**src/rtl/pacer_pkg.sv**
```systemverilog
package pacer_pkg;

  // Strobes passed from control to datapath
  typedef struct packed {
    logic load;     // settings changed: restart counting from zero
    logic clear;    // pacing disabled: hold counters at zero
    logic advance;  // count one reference cycle
  } pacerStrobe_t;

endpackage

```
**src/rtl/pacer_ctrl.sv**
```systemverilog
module pacer_ctrl
  import pacer_pkg::*;
#(
  parameter int REG_W   = 16,
  parameter int PRESC_W = 4,
  parameter int DIV_W   = 8
) (
  input  logic               clk,
  input  logic               rstN,
  input  logic               boardInit,
  input  logic               wrEn,
  input  logic [REG_W-1:0]   wrData,
  input  logic               clkEn,
  output logic [REG_W-1:0]   regVal,
  output logic [PRESC_W-1:0] prescCode,
  output logic [DIV_W-1:0]   divField,
  output pacerStrobe_t       strobe
);

  localparam int FIELD_W = PRESC_W + DIV_W;
  localparam int PAD_W   = REG_W - FIELD_W;

  logic [FIELD_W-1:0] fieldReg;

  // Control word: board-initialise takes priority over a write
  always_ff @(posedge clk) begin
    if (!rstN) begin
      fieldReg <= '0;
    end else if (boardInit) begin
      fieldReg <= '0;
    end else if (wrEn) begin
      fieldReg <= wrData[FIELD_W-1:0];
    end
  end

  // Unused upper bits read as ones
  assign regVal    = {{PAD_W{1'b1}}, fieldReg};
  assign prescCode = fieldReg[FIELD_W-1:DIV_W];
  assign divField  = fieldReg[DIV_W-1:0];

  always_comb begin
    strobe.load    = boardInit | wrEn;
    strobe.clear   = ~clkEn;
    strobe.advance = clkEn & ~(boardInit | wrEn);
  end

  // a plain write lands in the control word
  a_r2_write_lands: assert property (@(posedge clk) disable iff (!rstN)
    (wrEn && !boardInit) |=> (regVal[FIELD_W-1:0] == $past(wrData[FIELD_W-1:0])));

  // initialise wins over a simultaneous write
  a_r3_init_wins: assert property (@(posedge clk) disable iff (!rstN)
    boardInit |=> (prescCode == '0 && divField == '0));

  // never restart and advance in the same cycle
  a_r8_load_excl: assert property (@(posedge clk) disable iff (!rstN)
    $onehot0({strobe.load, strobe.advance}));

endmodule

```
**src/rtl/pacer_datapath.sv**
```systemverilog
module pacer_datapath
  import pacer_pkg::*;
#(
  parameter int PRESC_W = 4,
  parameter int DIV_W   = 8
) (
  input  logic               clk,
  input  logic               rstN,
  input  pacerStrobe_t       strobe,
  input  logic [PRESC_W-1:0] prescCode,
  input  logic [DIV_W-1:0]   divField,
  input  logic               clkEn,
  output logic               tick
);

  localparam int PRE_W = (1 << PRESC_W) - 1;
  localparam logic [DIV_W-1:0] DIV_MAX = {DIV_W{1'b1}};

  logic [PRE_W:0]   preWide;
  logic [PRE_W-1:0] preLimit;
  logic [DIV_W-1:0] divCount;
  logic [DIV_W-1:0] divLimit;
  logic [PRE_W-1:0] preCnt;
  logic [DIV_W-1:0] divCnt;
  logic             preTerm;
  logic             divTerm;

  // Prescale decode: codes 0 and 1 both mean divide by one
  always_comb begin
    preWide = (PRE_W+1)'(1) << prescCode;
    if (prescCode <= PRESC_W'(1)) begin
      preLimit = '0;
    end else begin
      preLimit = PRE_W'(preWide - (PRE_W+1)'(1));
    end
  end

  // Count decode: inverted field, zero count promoted to one
  always_comb begin
    divCount = DIV_MAX - divField;
    divLimit = (divCount == '0) ? '0 : divCount - DIV_W'(1);
  end

  assign preTerm = (preCnt == preLimit);
  assign divTerm = (divCnt == divLimit);
  assign tick    = clkEn & preTerm & divTerm;

  always_ff @(posedge clk) begin
    if (!rstN) begin
      preCnt <= '0;
      divCnt <= '0;
    end else if (strobe.load || strobe.clear) begin
      preCnt <= '0;
      divCnt <= '0;
    end else if (strobe.advance) begin
      if (preTerm) begin
        preCnt <= '0;
        divCnt <= divTerm ? '0 : divCnt + DIV_W'(1);
      end else begin
        preCnt <= preCnt + PRE_W'(1);
      end
    end
  end

  // count stage stays within the programmed count
  a_r4_div_bound: assert property (@(posedge clk) disable iff (!rstN)
    divCnt <= divLimit);

  // prescale stage stays within the programmed ratio
  a_r6_pre_bound: assert property (@(posedge clk) disable iff (!rstN)
    preCnt <= preLimit);

  // disabling pacing leaves both stages at zero
  a_r9_clear_zero: assert property (@(posedge clk) disable iff (!rstN)
    strobe.clear |=> (preCnt == '0 && divCnt == '0));

endmodule

```
**src/rtl/pacer_clock_gen.sv**
```systemverilog
module pacer_clock_gen
  import pacer_pkg::*;
#(
  parameter int REG_W   = 16,
  parameter int PRESC_W = 4,
  parameter int DIV_W   = 8
) (
  input  logic             clk,
  input  logic             rstN,
  input  logic             boardInit,
  input  logic             wrEn,
  input  logic [REG_W-1:0] wrData,
  input  logic             clkEn,
  output logic [REG_W-1:0] rdData,
  output logic             tick
);

  pacerStrobe_t       strobe;
  logic [PRESC_W-1:0] prescCode;
  logic [DIV_W-1:0]   divField;

  pacer_ctrl #(.REG_W(REG_W), .PRESC_W(PRESC_W), .DIV_W(DIV_W)) i_ctrl (
    .clk       (clk),
    .rstN      (rstN),
    .boardInit (boardInit),
    .wrEn      (wrEn),
    .wrData    (wrData),
    .clkEn     (clkEn),
    .regVal    (rdData),
    .prescCode (prescCode),
    .divField  (divField),
    .strobe    (strobe)
  );

  pacer_datapath #(.PRESC_W(PRESC_W), .DIV_W(DIV_W)) i_dp (
    .clk       (clk),
    .rstN      (rstN),
    .strobe    (strobe),
    .prescCode (prescCode),
    .divField  (divField),
    .clkEn     (clkEn),
    .tick      (tick)
  );

endmodule

```
**config.mk**
```make
export PLATFORM = sky130hd
export DESIGN_NAME = pacer_clock_gen
export DESIGN_NICKNAME = d
export VERILOG_FILES = /design/src/rtl/pacer_pkg.sv /design/src/rtl/pacer_ctrl.sv /design/src/rtl/pacer_datapath.sv /design/src/rtl/pacer_clock_gen.sv
export SDC_FILE = /design/constraint.sdc
export NUM_CORES = 1
export LEC_CHECK = 0
export ABC_AREA = 1
export BUFFER_PORTS_ARGS = -buffer_cell sky130_fd_sc_hd__buf_4
export CORE_UTILIZATION = 58
export DETAILED_ROUTE_END_ITERATION = 16
export HOLD_SLACK_MARGIN = 0.1
export PLACE_DENSITY = 0.81
export SETUP_SLACK_MARGIN = 0.4
export SLEW_MARGIN = 20
export SYNTH_ARGS = -nofsm -noshare
export SYNTH_HDL_FRONTEND = slang
export SYNTH_SLANG_ARGS = --single-unit
```
**constraint.sdc**
```tcl
create_clock -name clk -period 3.2 [get_ports clk]
set_clock_uncertainty 0.2 [all_clocks]
set_input_delay 0.16 -clock clk [delete_from_list [all_inputs] [get_ports clk]]
set_output_delay 0.16 -clock clk [all_outputs]
set_load 0.01 [all_outputs]
```
### Yosys cells after proc, flatten, opt, wreduce, memory -nomap -nowiden

Cells that the tools add are included.

| operators by class | value |
|---|---|
| add/sub/neg operators | 5 |
| multiply operators | 0 |
| divide/modulo/power cells | 0 |
| order comparisons | 1 |
| eq/ne operators | 2 |
| shift operators | 1 |
| multiplexer cells | 4 |
| bitwise operators | 7 |
| reductions and logical operators | 5 |

Operators with widths:

| cell | number |
|---|---|
| 2-to-1 mux 15 bit | 2 |
| 2-to-1 mux 8 bit | 2 |
| adder 15 x 1 -> 15 bit, second input constant | 1 |
| == test 15 bit | 1 |
| << shifter 1 x 4 -> 15 bit, first input constant | 1 |
| subtractor 15 x 1 -> 15 bit, second input constant | 1 |
| adder 8 x 1 -> 8 bit, second input constant | 1 |
| == test 8 bit | 1 |
| logical NOT 8 bit | 1 |
| subtractor 8 x 1 -> 8 bit, second input constant | 1 |
| subtractor 8 bit, first input constant | 1 |
| less-or-equal comparator 4 x 1 -> 1 bit, second input constant | 1 |
| OR reduction 2 bit | 2 |
| bitwise AND 1 bit | 3 |
| inverter 1 bit | 3 |
| AND reduction 2 bit | 1 |
| logical OR 1 bit | 1 |
| OR 1 bit | 1 |

| storage, ports and cells | value |
|---|---|
| register bits after elaboration | 35 |
| bits in latches | 0 |
| bits in writable memories | 0 |
| ROM bits | 0 |
| output and inout bits | 17 |
| logic and storage cells | 28 |
| memories kept | 0 |

### Logic depth before layout (Yosys ltp)

| logic depth | value |
|---|---|
| word-level depth | 6 |
| gate-level depth with buffers | 22 |
| depth with buffers taken out | 19 |

### Modules after synthesis

Synthesis repeated with hierarchy kept, for this count alone.

| unflattened totals | value |
|---|---|
| cell total of the unflattened synthesis | 463 |
| area, all modules | 2,798.9 um^2 |

Modules (own cells, without submodules):

| module | instances | cells each | area an instance (um^2) | sequential area each (um^2) |
|---|---|---|---|---|
| pacer_datapath | 1 | 389 | 2,192.1 | 460.4 |
| pacer_ctrl | 1 | 74 | 606.8 | 240.2 |

### Worst setup path after synthesis

No wires, ideal clock.

| path | value |
|---|---|
| kind | reg-to-output |
| start | register i_ctrl.fieldReg[10] |
| end | output port tick |
| data arrival time | 2.288 ns |
| required time | 2.840 ns |
| path slack | 0.552 ns |
| stages on the path, launching flop included | 19 |
| buffers on the path | 3 |
| cell sequence | dfxtp_1 buf_4 nor2_8 nand2_2 buf_6 inv_1 nand2_1 ha_1 clkbuf_1 nand3_1 nor2_1 nand2_1 nand3_1 nand2_1 nand2_1 nand2_1 nor2_4 nand2_1 nor2_1 |

| between the ends | value |
|---|---|
| longest elaborated chain between the ends | 6 |

Ends and longest elaborated chain:

| what | RTL line | text |
|---|---|---|
| start, declared | pacer_ctrl.sv:23 | `logic [FIELD_W-1:0] fieldReg;` |
| start signal, assigned | pacer_ctrl.sv:32 | `fieldReg <= wrData[FIELD_W-1:0];` |
| << shifter 1 x 4 -> 15 bit | pacer_datapath.sv:30 | `preWide = (PRE_W+1)'(1) << prescCode;` |
| subtractor 15 x 1 -> 15 bit | pacer_datapath.sv:34 | `preLimit = PRE_W'(preWide - (PRE_W+1)'(1));` |
| 2-to-1 mux 15 bit (*) | pacer_datapath.sv:31 | `if (prescCode <= PRESC_W'(1)) begin` |
| == test 15 bit (*) | pacer_datapath.sv:44 | `assign preTerm = (preCnt == preLimit);` |
| bitwise AND 1 bit (*) (2 in a row) | pacer_datapath.sv:46 | `assign tick = clkEn & preTerm & divTerm;` |
| end, declared | pacer_clock_gen.sv:15 | `output logic tick` |

Mark *: on every way between the ends. The rest lies on a longest branch, timed or not.

### Final worst setup path

Same ends and word-level chain as after synthesis.

==> summary.txt <==
Placed design
  – Cell area after placement: 2810 um^2
  – Post-placement setup slack: 0.3752 ns
  – Hpwl dp: roughly 4500 um
  – RD Place Congestion: 0.9085
  – Port bufs: 29

STA
  – RSZ-0062 raised after global routing: true
  – TNS Setup: 0 ns
  – Min Tclk post-route: 2.763 ns
  – Max Clock Freq: 0.3619 GHz
  – Worst setup margin: roughly 0.44 ns
  – Tcrit/Tclk final: 0.8635
  – Setup Viol. Count Final: 0
  – Final hold vios: 0
  – Final Slew Violations: 0

Synthesis
  – Asr flop ratio synth: 0
  – Mapped cell area: 2596 um^2
  – Register area share after synthesis: 0.2699
  – Syn Inst Count: 433
  – Yosys reg bits: 35
  – Synth Area per Inst: 5.996 um^2
  – Post-synthesis cell type count: 32
  – Main flop type after synthesis: dfxtp_1
  – Post-synth EDFFs: 0
  – Yosys warning count: 0

GRT
  – Global-route wire length before repair: 10,050 um
  – Initial antenna violation count: 0
  – GRT Total Usage: 0.2837
  – GRT overflow: 0
  – Largest net degree at the start of global routing: 22
  – Number of global-route vias before repair: approximately 2.4k

Final layout
  – Area growth syn-to-layout: 22.31%
  – Layout cells sized above 1: 0.1618
  – Final #Nets: between 500 and 600
  – Most common cell after layout, fill and taps aside: nand2_1
  – Most frequent cells in the layout: nand2_1 (135), nor2_1 (55), inv_1 (52)
  – Post-route cell area: 3176 um^2
  – ANT cells: 0

CTS
  – TritonCTS Sinks: 35
  – Root buffer cell: clkbuf_8
  – CTS buffer count: 5
  – H-tree Lvls: 2
  – CTS tree: done
  – Worst-skew pair later-pin latency: 0.29 ns
  – CTS max path bufs: 2
  – Worst-path clk slew: 0.08 ns

Power and ir drop
  – Leakage power total: between 1.5 and 2 nW
  – Worst vdd ir: 0.2496 mV
  – Power per cell area: 323.5 nW/um^2

Floorplan
  – Total core area: 4144 um^2
  – Die Y: 68.91 um
  – Die ar.: 4748 um^2
  – Num ports: 38
  – Site Rows: 23
  – Die width: ~69 um
  – Initial Util: 0.6265

Flow run
  – Number of max-cap violations: 0

Detailed routing
  – Wirelength per Cell: 11.76 um
  – DR iter-0 viols: between 200 and 250
  – Vias: 2,777
  – Detailed Route WL: around 6300 um
  – Drt first pass iters: 5
  – Vias/cell: 5.220
  – Antenna-violating nets left: 0
  – Residual DRC: 0

Setup path
  – Critical path required time: 2.84 ns
  – Crit path DAT: 2.40 ns
  – Critical Path Sink Type: primary output
  – CP max FO: 7
  – R2R depth: 17
  – Critical Path Start Type: flip-flop
  – Critical path class: reg2out
  – Reg-to-reg slack, setup: ~0.65 ns

Run status
  – Outcome: completed

Hold path
  – HP Class: in2reg
  – Hold Crit Depth: 3
[path summary, 6_finish.rpt]
check | start | to
worst max register to register | i_ctrl.fieldReg[10] | i_dp.divCnt[1]
worst min register to register | i_dp.preCnt[0] | i_dp.preCnt[0]
worst min-delay path | rstN | i_dp.divCnt[6]
worst max-delay path | i_ctrl.fieldReg[10] | tick
[power breakdown]
group | internal [mW] | switching (mW)
Clock | 0.196 | 0.159
Sequential | 0.441 | 0.0116
Combinational | 0.0957 | 0.123
[metrics by stage]
step / util / std cells / hold WS, ns / power (mW)
2_1_floorplan: - / 436 / 0.1005 / 0.5933
3_3_place_gp: 0.6781 / 503 / 0.2285 / 0.6383
3_5_place_dp: 0.6781 / 503 / 0.2314 / 0.6411
4_1_cts: 0.7440 / 527 / 0.1101 / 1.009
5_1_grt: 0.7663 / 532 / 0.1388 / 1.079
6_report: 0.7663 / 532 / 0.1201 / 1.027
[cell usage after synthesis, types with 2 or more instances]
master,instances,share of area
a211oi_1,8,0.023
a21oi_1,15,0.029
buf_2,2,0.0039
buf_4,5,0.014
buf_6,3,0.013
clkbuf_1,5,0.0072
dfxtp_1,35,0.27
ha_1,4,0.019
inv_1,54,0.078
inv_2,3,0.0043
nand2_1,140,0.20
nand2_2,3,0.0072
nand3_1,45,0.087
nand3b_1,4,0.012
nand4_1,11,0.027
nor2_1,58,0.084
nor2_2,2,0.0048
nor3_1,2,0.0039
nor3_2,2,0.0077
nor3b_1,2,0.0058
o21ai_0,5,0.0096
xnor2_1,4,0.013
xor2_1,12,0.040
[cell families after synthesis]
kind of cell    Yosys count  share of synthesized area
compound gates           30                    0.06650
xor+xnor                 16                    0.05397
fa+ha+maj                 4                    0.01928
buf+inv                  72                     0.1210
flops                    35                     0.2699
other cells               1                   0.001444
simple gates            275                     0.4680
[timing repair]
| item | 4_1_cts | 5_1_grt |
|---|---|---|
| buffers inserted | 0 | 5 |
| pin swaps | 0 | 9 |
| endpoints found under the setup margin | 9 | 2 |
| resized for setup | 5 | 18 |
| endpoints found under the hold margin | 12 | 0 |
| hold buffers | 16 | 0 |
[area by class of cell]
| cell class | instances | area, um^2 |
|---|---|---|
| Timing Repair Buffer | 53 | 437.9 |
| Fill cell | 311 | 968.4 |
| Inverter | 57 | 216.5 |
| Multi-Input combinational cell | 329 | 1649 |
| Clock buffer | 8 | 100.1 |
| Sequential cell | 35 | 709.4 |
| Tap cell | 50 | 62.56 |
[metal layers]
| layer | part of all wire | vias to the layer above | wire [um] | GRT usage |
|---|---|---|---|---|
| met5 | 0 | - | 0 | 0 |
| met4 | 0.011 | 0 | 67 | 0.06633 |
| met3 | 0.059 | 10 | 366 | 0.04934 |
| met2 | 0.44 | 97 | 2761 | 0.4769 |
| met1 | 0.49 | 1221 | 3060 | 0.3740 |
| li1 | - | 1449 | - | - |
[critical path: stages (launching register included)]
cell and delay, ns:
dfxtp_4 0.39, nor2_8 0.16, nand2_2 0.07, inv_2 0.06
nand2_2 0.06, ha_4 0.25, inv_4 0.06, nand2_2 0.05
nand2_2 0.07, nand3_2 0.08, nor2_2 0.10, nand2_1 0.05
nor2_1 0.10, nand4_1 0.15, nor2_4 0.17, nand2_2 0.06
nor2_2 0.10, buf_4 0.13
[registers in the layout (all words and copies together) (netlist names)]
| name | cells |
|---|---|
| i_ctrl.fieldReg | 12 |
| i_dp.divCnt | 8 |
| i_dp.preCnt | 15 |
No activity file was read; power rests on OpenSTA's default activity.
